$ cat config.mk
export PLATFORM = sky130hd
export DESIGN_NAME = dcm_ctrl
export DESIGN_NICKNAME = d
export VERILOG_FILES = /design/src/rtl/dcm_pkg.sv /design/src/rtl/dcm_regif.sv /design/src/rtl/dcm_tag_array.sv /design/src/rtl/dcm_engine.sv /design/src/rtl/dcm_ctrl.sv
export SDC_FILE = /design/constraint.sdc
export NUM_CORES = 1
export LEC_CHECK = 0
export CAP_MARGIN = 20
export CORE_ASPECT_RATIO = 1.5
export CORE_MARGIN = 1.5
export CORE_UTILIZATION = 65
export CTS_CLUSTER_DIAMETER = 60
export DETAILED_ROUTE_END_ITERATION = 7
export DONT_BUFFER_PORTS = 1
export GPL_TIMING_DRIVEN = 0
export PLACE_DENSITY_LB_ADDON = 0.05
export REMOVE_ABC_BUFFERS = 1
export SYNTH_ARGS = -nofsm -noshare
export SYNTH_HDL_FRONTEND = slang
export SYNTH_HIERARCHICAL = 1
export SYNTH_SLANG_ARGS = --single-unit
$ cat constraint.sdc
create_clock -name clk -period 6.1 [get_ports clk]
set_clock_uncertainty 0.05 [all_clocks]
set_input_delay 0.61 -clock clk [delete_from_list [all_inputs] [get_ports clk]]
set_output_delay 0.61 -clock clk [all_outputs]
set_load 0.05 [all_outputs]
$ cat src/rtl/dcm_pkg.sv
package dcm_pkg;

  typedef enum logic [2:0] {
    RA_CTRL       = 3'd0,
    RA_ALL_INV    = 3'd1,
    RA_ALL_FLUSH  = 3'd2,
    RA_LINE_INV   = 3'd3,
    RA_LINE_FLUSH = 3'd4
  } reg_sel_e;

  localparam int CTRL_DIS_BIT  = 0;
  localparam int CTRL_MODE_BIT = 6;
  localparam int CTRL_STAT_BIT = 8;

  typedef enum logic [1:0] {
    ENG_IDLE = 2'd0,
    ENG_SCAN = 2'd1,
    ENG_WB   = 2'd2
  } eng_state_e;

  typedef struct packed {
    logic whole;      // walk every set
    logic inv;        // drop lines after processing
    logic wb_on_inv;  // invalidate writes dirty lines back first
  } op_cfg_t;

endpackage

$ cat src/rtl/dcm_regif.sv
module dcm_regif
  import dcm_pkg::*;
#(
  parameter int ADDR_W = 32,
  parameter int OFF_W  = 5,
  parameter int IDX_W  = 4,
  parameter int TAG_W  = 23
) (
  input  logic              clk,
  input  logic              rst_n,
  input  logic              reg_wr,
  input  logic              reg_rd,
  input  logic [2:0]        reg_addr,
  input  logic [ADDR_W-1:0] reg_wdata,
  input  logic              busy,
  output logic [ADDR_W-1:0] reg_rdata,
  output logic              reg_wait,
  output logic              ctrl_dis,
  output logic              ctrl_mode,
  output logic              cmd_accept,
  output logic              cmd_start,
  output op_cfg_t           cmd_cfg,
  output logic [IDX_W-1:0]  cmd_idx,
  output logic [TAG_W-1:0]  cmd_tag
);

  function automatic logic [IDX_W-1:0] addr_index(input logic [ADDR_W-1:0] a);
    return a[OFF_W +: IDX_W];
  endfunction

  function automatic logic [TAG_W-1:0] addr_tag(input logic [ADDR_W-1:0] a);
    return a[OFF_W+IDX_W +: TAG_W];
  endfunction

  reg_sel_e sel;
  logic     wr_ok;
  logic     is_cmd;
  logic     sel_whole;
  logic     sel_inv;
  logic     dis_q;
  logic     mode_q;
  logic     unused_wbits;

  assign sel          = reg_sel_e'(reg_addr);
  assign wr_ok        = reg_wr && !busy;
  assign reg_wait     = reg_wr && busy;
  assign unused_wbits = ^reg_wdata[OFF_W-1:1];

  always_comb begin
    is_cmd    = 1'b0;
    sel_whole = 1'b0;
    sel_inv   = 1'b0;
    case (sel)
      RA_ALL_INV:    begin is_cmd = 1'b1; sel_whole = 1'b1; sel_inv = 1'b1; end
      RA_ALL_FLUSH:  begin is_cmd = 1'b1; sel_whole = 1'b1; end
      RA_LINE_INV:   begin is_cmd = 1'b1; sel_inv = 1'b1; end
      RA_LINE_FLUSH: begin is_cmd = 1'b1; end
      default:       ;
    endcase
  end

  always_ff @(posedge clk or negedge rst_n) begin
    if (!rst_n) begin
      dis_q  <= 1'b0;
      mode_q <= 1'b0;
    end else if (wr_ok && sel == RA_CTRL) begin
      dis_q  <= reg_wdata[CTRL_DIS_BIT];
      mode_q <= reg_wdata[CTRL_MODE_BIT];
    end
  end

  assign ctrl_dis   = dis_q;
  assign ctrl_mode  = mode_q;
  assign cmd_accept = wr_ok && is_cmd;
  assign cmd_start  = cmd_accept && !dis_q;

  always_comb begin
    cmd_cfg.whole     = sel_whole;
    cmd_cfg.inv       = sel_inv;
    cmd_cfg.wb_on_inv = mode_q;
  end

  assign cmd_idx = addr_index(reg_wdata);
  assign cmd_tag = addr_tag(reg_wdata);

  always_comb begin
    reg_rdata = '0;
    if (reg_rd && sel == RA_CTRL) begin
      reg_rdata[CTRL_DIS_BIT]  = dis_q;
      reg_rdata[CTRL_MODE_BIT] = mode_q;
      reg_rdata[CTRL_STAT_BIT] = busy;
    end
  end

endmodule

$ cat src/rtl/dcm_tag_array.sv
module dcm_tag_array #(
  parameter int SETS  = 16,
  parameter int IDX_W = 4,
  parameter int TAG_W = 23
) (
  input  logic             clk,
  input  logic             rst_n,
  input  logic             fill_en,
  input  logic [IDX_W-1:0] fill_idx,
  input  logic [TAG_W-1:0] fill_tag,
  input  logic             fill_dirty,
  input  logic             upd_en,
  input  logic [IDX_W-1:0] upd_idx,
  input  logic             upd_valid,
  input  logic             upd_dirty,
  input  logic [IDX_W-1:0] rd_idx,
  output logic             rd_valid,
  output logic             rd_dirty,
  output logic [TAG_W-1:0] rd_tag,
  input  logic [IDX_W-1:0] lk_idx,
  output logic             lk_valid,
  output logic             lk_dirty,
  output logic [TAG_W-1:0] lk_tag
);

  logic             valid_q [SETS];
  logic             dirty_q [SETS];
  logic [TAG_W-1:0] tag_q   [SETS];

  for (genvar g = 0; g < SETS; g++) begin : g_set
    logic hit_upd;
    logic hit_fill;
    assign hit_upd  = upd_en  && (upd_idx  == IDX_W'(g));
    assign hit_fill = fill_en && (fill_idx == IDX_W'(g));

    always_ff @(posedge clk or negedge rst_n) begin
      if (!rst_n) begin
        valid_q[g] <= 1'b0;
        dirty_q[g] <= 1'b0;
        tag_q[g]   <= '0;
      end else if (hit_upd) begin
        valid_q[g] <= upd_valid;
        dirty_q[g] <= upd_dirty;
      end else if (hit_fill) begin
        valid_q[g] <= 1'b1;
        dirty_q[g] <= fill_dirty;
        tag_q[g]   <= fill_tag;
      end
    end
  end

  assign rd_valid = valid_q[rd_idx];
  assign rd_dirty = dirty_q[rd_idx];
  assign rd_tag   = tag_q[rd_idx];
  assign lk_valid = valid_q[lk_idx];
  assign lk_dirty = dirty_q[lk_idx];
  assign lk_tag   = tag_q[lk_idx];

endmodule

$ cat src/rtl/dcm_engine.sv
module dcm_engine
  import dcm_pkg::*;
#(
  parameter int ADDR_W = 32,
  parameter int OFF_W  = 5,
  parameter int IDX_W  = 4,
  parameter int TAG_W  = 23,
  parameter int SETS   = 16
) (
  input  logic              clk,
  input  logic              rst_n,
  input  logic              start,
  input  op_cfg_t           start_cfg,
  input  logic [IDX_W-1:0]  start_idx,
  input  logic [TAG_W-1:0]  start_tag,
  output logic [IDX_W-1:0]  rd_idx,
  input  logic              rd_valid,
  input  logic              rd_dirty,
  input  logic [TAG_W-1:0]  rd_tag,
  output logic              upd_en,
  output logic [IDX_W-1:0]  upd_idx,
  output logic              upd_valid,
  output logic              upd_dirty,
  output logic              wb_valid,
  input  logic              wb_ready,
  output logic [ADDR_W-1:0] wb_addr,
  output logic              busy,
  output op_cfg_t           cur_cfg,
  output logic              op_done
);

  localparam logic [IDX_W-1:0] LAST_IDX = IDX_W'(SETS - 1);

  function automatic logic [ADDR_W-1:0] line_base(input logic [TAG_W-1:0] t,
                                                  input logic [IDX_W-1:0] i);
    return {t, i, OFF_W'(0)};
  endfunction

  eng_state_e       state_q, state_d;
  op_cfg_t          cfg_q;
  logic [IDX_W-1:0] idx_q, idx_d;
  logic [TAG_W-1:0] tag_q;

  logic line_act;   // set under the cursor is a target
  logic need_wb;    // target must be written back
  logic last_set;   // no further set after this one
  logic step;       // current set finished

  assign rd_idx   = idx_q;
  assign line_act = rd_valid && (cfg_q.whole || rd_tag == tag_q);
  assign need_wb  = line_act && rd_dirty && (!cfg_q.inv || cfg_q.wb_on_inv);
  assign last_set = !cfg_q.whole || idx_q == LAST_IDX;

  always_comb begin
    state_d   = state_q;
    idx_d     = idx_q;
    step      = 1'b0;
    upd_en    = 1'b0;
    upd_valid = 1'b0;
    upd_dirty = 1'b0;
    wb_valid  = 1'b0;
    case (state_q)
      ENG_SCAN: begin
        if (need_wb) begin
          state_d = ENG_WB;
        end else begin
          step = 1'b1;
          if (line_act && cfg_q.inv) begin
            upd_en = 1'b1;
          end
        end
      end
      ENG_WB: begin
        wb_valid = 1'b1;
        if (wb_ready) begin
          step      = 1'b1;
          upd_en    = 1'b1;
          upd_valid = !cfg_q.inv;
        end
      end
      default: ;
    endcase
    if (step) begin
      if (last_set) begin
        state_d = ENG_IDLE;
      end else begin
        state_d = ENG_SCAN;
        idx_d   = idx_q + 1'b1;
      end
    end
  end

  always_ff @(posedge clk or negedge rst_n) begin
    if (!rst_n) begin
      state_q <= ENG_IDLE;
      cfg_q   <= '0;
      idx_q   <= '0;
      tag_q   <= '0;
    end else if (state_q == ENG_IDLE) begin
      if (start) begin
        state_q <= ENG_SCAN;
        cfg_q   <= start_cfg;
        idx_q   <= start_cfg.whole ? '0 : start_idx;
        tag_q   <= start_tag;
      end
    end else begin
      state_q <= state_d;
      idx_q   <= idx_d;
    end
  end

  assign upd_idx = idx_q;
  assign wb_addr = line_base(rd_tag, idx_q);
  assign busy    = state_q != ENG_IDLE;
  assign cur_cfg = cfg_q;
  assign op_done = step && last_set;

endmodule

$ cat src/rtl/dcm_ctrl.sv
module dcm_ctrl
  import dcm_pkg::*;
#(
  parameter int ADDR_W     = 32,
  parameter int LINE_BYTES = 32,
  parameter int SETS       = 16
) (
  input  logic              clk,
  input  logic              rst_n,
  input  logic              reg_wr,
  input  logic              reg_rd,
  input  logic [2:0]        reg_addr,
  input  logic [ADDR_W-1:0] reg_wdata,
  output logic [ADDR_W-1:0] reg_rdata,
  output logic              reg_wait,
  input  logic              fill_en,
  input  logic [ADDR_W-1:0] fill_addr,
  input  logic              fill_dirty,
  input  logic [ADDR_W-1:0] look_addr,
  output logic              look_hit,
  output logic              look_dirty,
  output logic              wb_valid,
  input  logic              wb_ready,
  output logic [ADDR_W-1:0] wb_addr
);

  localparam int OFF_W = $clog2(LINE_BYTES);
  localparam int IDX_W = $clog2(SETS);
  localparam int TAG_W = ADDR_W - OFF_W - IDX_W;

  // named internal events, observed by the bound checker
  logic             eng_busy;
  logic             cmd_accept;
  logic             cmd_start;
  logic             ctrl_dis;
  logic             ctrl_mode;
  logic             op_done;
  op_cfg_t          cmd_cfg;
  op_cfg_t          cur_cfg;
  logic             cur_inv;
  logic             cur_wb_on_inv;
  logic [IDX_W-1:0] cmd_idx;
  logic [TAG_W-1:0] cmd_tag;

  logic [IDX_W-1:0] rd_idx;
  logic             rd_valid, rd_dirty;
  logic [TAG_W-1:0] rd_tag;
  logic             upd_en, upd_valid, upd_dirty;
  logic [IDX_W-1:0] upd_idx;
  logic             lk_valid, lk_dirty;
  logic [TAG_W-1:0] lk_tag;
  logic             fill_ok;
  logic             unused_offsets;

  assign cur_inv        = cur_cfg.inv;
  assign cur_wb_on_inv  = cur_cfg.wb_on_inv;
  assign fill_ok        = fill_en && !eng_busy;
  assign unused_offsets = ^{fill_addr[OFF_W-1:0], look_addr[OFF_W-1:0], op_done};

  dcm_regif #(
    .ADDR_W(ADDR_W), .OFF_W(OFF_W), .IDX_W(IDX_W), .TAG_W(TAG_W)
  ) u_regif (
    .clk        (clk),
    .rst_n      (rst_n),
    .reg_wr     (reg_wr),
    .reg_rd     (reg_rd),
    .reg_addr   (reg_addr),
    .reg_wdata  (reg_wdata),
    .busy       (eng_busy),
    .reg_rdata  (reg_rdata),
    .reg_wait   (reg_wait),
    .ctrl_dis   (ctrl_dis),
    .ctrl_mode  (ctrl_mode),
    .cmd_accept (cmd_accept),
    .cmd_start  (cmd_start),
    .cmd_cfg    (cmd_cfg),
    .cmd_idx    (cmd_idx),
    .cmd_tag    (cmd_tag)
  );

  dcm_tag_array #(
    .SETS(SETS), .IDX_W(IDX_W), .TAG_W(TAG_W)
  ) u_array (
    .clk        (clk),
    .rst_n      (rst_n),
    .fill_en    (fill_ok),
    .fill_idx   (fill_addr[OFF_W +: IDX_W]),
    .fill_tag   (fill_addr[OFF_W+IDX_W +: TAG_W]),
    .fill_dirty (fill_dirty),
    .upd_en     (upd_en),
    .upd_idx    (upd_idx),
    .upd_valid  (upd_valid),
    .upd_dirty  (upd_dirty),
    .rd_idx     (rd_idx),
    .rd_valid   (rd_valid),
    .rd_dirty   (rd_dirty),
    .rd_tag     (rd_tag),
    .lk_idx     (look_addr[OFF_W +: IDX_W]),
    .lk_valid   (lk_valid),
    .lk_dirty   (lk_dirty),
    .lk_tag     (lk_tag)
  );

  dcm_engine #(
    .ADDR_W(ADDR_W), .OFF_W(OFF_W), .IDX_W(IDX_W), .TAG_W(TAG_W), .SETS(SETS)
  ) u_engine (
    .clk       (clk),
    .rst_n     (rst_n),
    .start     (cmd_start),
    .start_cfg (cmd_cfg),
    .start_idx (cmd_idx),
    .start_tag (cmd_tag),
    .rd_idx    (rd_idx),
    .rd_valid  (rd_valid),
    .rd_dirty  (rd_dirty),
    .rd_tag    (rd_tag),
    .upd_en    (upd_en),
    .upd_idx   (upd_idx),
    .upd_valid (upd_valid),
    .upd_dirty (upd_dirty),
    .wb_valid  (wb_valid),
    .wb_ready  (wb_ready),
    .wb_addr   (wb_addr),
    .busy      (eng_busy),
    .cur_cfg   (cur_cfg),
    .op_done   (op_done)
  );

  assign look_hit   = lk_valid && lk_tag == look_addr[OFF_W+IDX_W +: TAG_W];
  assign look_dirty = lk_dirty;

endmodule

==> summary.md <==
| Metric | Value |
|---|---|
| Status | finished, violations left |
| Failing checks | negative hold slack |
| Total track usage | 0.3507 |
| LEAKAGE | 0.01205 µW |
| Clk pwr share | 0.461 |
| Largest net degree at the start of global routing | 435 |
| Initial antenna violation count | 0 |
| Clock Tree Buf Depth | 3 |
| CP Launch Type | flop |
| Max Cap Viol | 0 |
| Fin. Hold Viols | around 370 |
| Worst-path clk slew | 0.06 ns |
| Net switching fraction of the power | 0.2217 |
| Initial cell density of the core | 0.6566 |
| Synth warn | 6 |
| WL/cell | 31.11 µm |
| Post-Layout Inst Area | around 27000 µm² |
| Combinational Power Share | 0.045 |
| Worst min path class | input pin to async pin |
| Area Overhead vs Synth | 7.898% |
| CTS tree | built |
| Antenna-violating nets left | 0 |
| # fillers | 2500 |
| Final worst-path cycle share | 0.9754 |
| Final Max Tran Viols | 0 |
| Synthesized instance count | 1746 |
| Clock Sinks | roughly 430 |
| Synthesized area per cell | 14.08 µm² |
| Post-DP Area | 24800 µm² |
| Top Ports | 174 |
| First-pass GRT wire length | 100700 µm |
| Share of cells above drive strength 1 | 0.4565 |
| DRT Wirelength | approximately 67000 µm |
| Ant. Diodes | 0 |
| Worst Setup End Kind | flop |
| Post-synthesis cell area | approximately 25000 µm² |
| Die height | between 200 and 250 µm |
| Clk Latency, worst-skew pair | 0.56 ns |
| Final #Nets | 1746 |
| Hold_ws | -0.2957 ns |
| Die ar. | 39020 µm² |
| Relative slew slack | 0.08801 |
| Drt first pass iters | 8 |
| Net Sw Power | 1315 µW |
| Final setup viols | 0 |
| FF-to-FF path depth | 13 |
| Die Span X | between 150 and 200 µm |
| # DRC | 0 |
| Total grt overflow | 0 |
| Pre-CTS WS | -1.105 ns |
| Fin crit period | between 5 and 6 ns |
| CP required | 6.48 ns |
| H-tree levels | 2 |
| Core box area | 37450 µm² |
| Sequential fraction of design power | 0.494 |
| Total Power | 5932 µW |
| Internal power | roughly 4600 µW |
| Power per cell area | 223.6 nW/µm² |
| Kind of critical path | flop to flop |
| FP Rows | 87 |
| Actual slew at the worst max-slew pin | 1.368 ns |
| I/O Buffers | 0 |
| Final Util | 0.7084 |
| CP max FO | 15 |
| Data arrival time of the critical path | 6.33 ns |
| Via count | 15380 |
| Fmax | between 150 and 200 MHz |
| Maximum vdd ir drop | 0.2428 mV |
| Vias in the first global route | between 15000 and 20000 |
| CTS Buf Count | 43 |
| Hpwl dp | 41040 µm |
| Drt initial violations | 1310 |
| Clock tree root buffer cell | clkbuf_16 |
| RSZ-0062 raised after global routing | false |
| Vias/cell | 7.135 |
| GP Congestion | 0.8638 |
| Setup ws final | between 0.1 and 0.15 ns |
-- metal layers --
metal | vias to the layer above | global-route usage | routed length [µm]
met5 | - | 0 | 0
met4 | 0 | 0.1629 | 3113
met3 | 170 | 0.06187 | 4399
met2 | 600 | 0.6031 | 34320
met1 | 8291 | 0.4340 | 25230
li1 | 6321 | - | -
-- critical path: stages, from the launching register on --
cell      delay [ns]
dfrtp_1         0.89
nor2b_4         0.75
buf_16          0.24
a22oi_1         0.11
nand2_1         0.48
xnor2_1         0.21
nand4_1         0.32
nor4_4          0.55
nand4_1         0.20
a21boi_2        0.40
nand2b_2        0.34
o311a_2         0.67
buf_16          0.26
mux2_2          0.29
-- layout make-up --
cell class / count / area, µm² / area share
clock inverters: 9 / 100.1 / 0.003773
multi-input cells: 1097 / 12500 / 0.4710
clock buffers: 67 / 1349 / 0.05084
repair buffers: 54 / 1080 / 0.04070
well taps: 489 / 611.8 / 0.02306
flip-flops and latches: 434 / 10870 / 0.4097
inverters: 6 / 22.52 / 0.0008490
-- placed cells by master, fill, tap and decap left out, drive strengths merged, types with 3 or more instances in the layout --
master  instances
nand3          27
nor2            9
inv             6
nor3           26
nor2b          12
o21ai          20
clkbuf         67
or2             4
mux2i           4
a31oi          18
dfrtp         434
ha              4
a211oi          6
nor4            9
nor3b           4
a21oi          34
or3b            4
and3            5
mux4          200
nand2b          6
xnor2          31
nand3b          7
clkinv          5
nand4          10
and3b           7
xor2           16
and2b           3
nand2          68
buf            54
o211ai          4
a311oi          3
a22oi         101
mux2          397
o311a           3
conb           35
and2            6
-- registers in the layout (all words and copies together), names as in the netlist --
name,count
u_array/tag_q,368
u_engine/tag_q,23
u_array/dirty_q,16
u_array/valid_q,16
u_engine/rd_idx,4
u_engine/cur_cfg,3
u_engine/state_q,2
u_regif/ctrl_dis,1
u_regif/ctrl_mode,1
-- timing repair --
item | in CTS | in global routing
pin swaps | 8 | 1
endpoints found under the setup margin | 374 | 78
setup buffers | 12 | 2
gates resized for setup | 8 | 3
hold endpoints to repair | 434 | 434
-- power by group through the flow --
stage                     combinational [µW]  clock [µW]  sequential, µW
final                                    267        2730            2930
after global routing                     276        2880            2930
after CTS                                255        2780            2930
after detailed placement                 255           0            2990
after global placement                   229           0            3000
after floorplan                          192           0            2990
-- final timing paths --
path	start	slack (ns)	end
min reg2reg	u_engine/cur_cfg[0]	0.46	u_engine/cur_cfg[0]
max in group asynchronous	rst_n	5.02	u_engine/rd_idx[0]
min	rst_n	-0.30	u_array/valid_q[11]
min in group clk	fill_addr[19]	0.14	u_array/tag_q[10]
max	u_engine/rd_idx[3]	0.15	u_array/tag_q[307]
max reg2reg	u_engine/rd_idx[3]	0.15	u_array/tag_q[307]
-- through the flow --
stage / cells / hold WS [ns] / setup TNS, ns
after CTS: 2153 / -0.3055 / 0
after detailed placement: 2065 / 0.2866 / -197.61
after floorplan: 1537 / 0.2644 / -988.03
after global routing: 2156 / -0.3076 / 0
after global placement: 2026 / 0.2828 / -2763.47
final: 2156 / -0.2957 / 0
No activity file was read; power rests on OpenSTA's default activity.
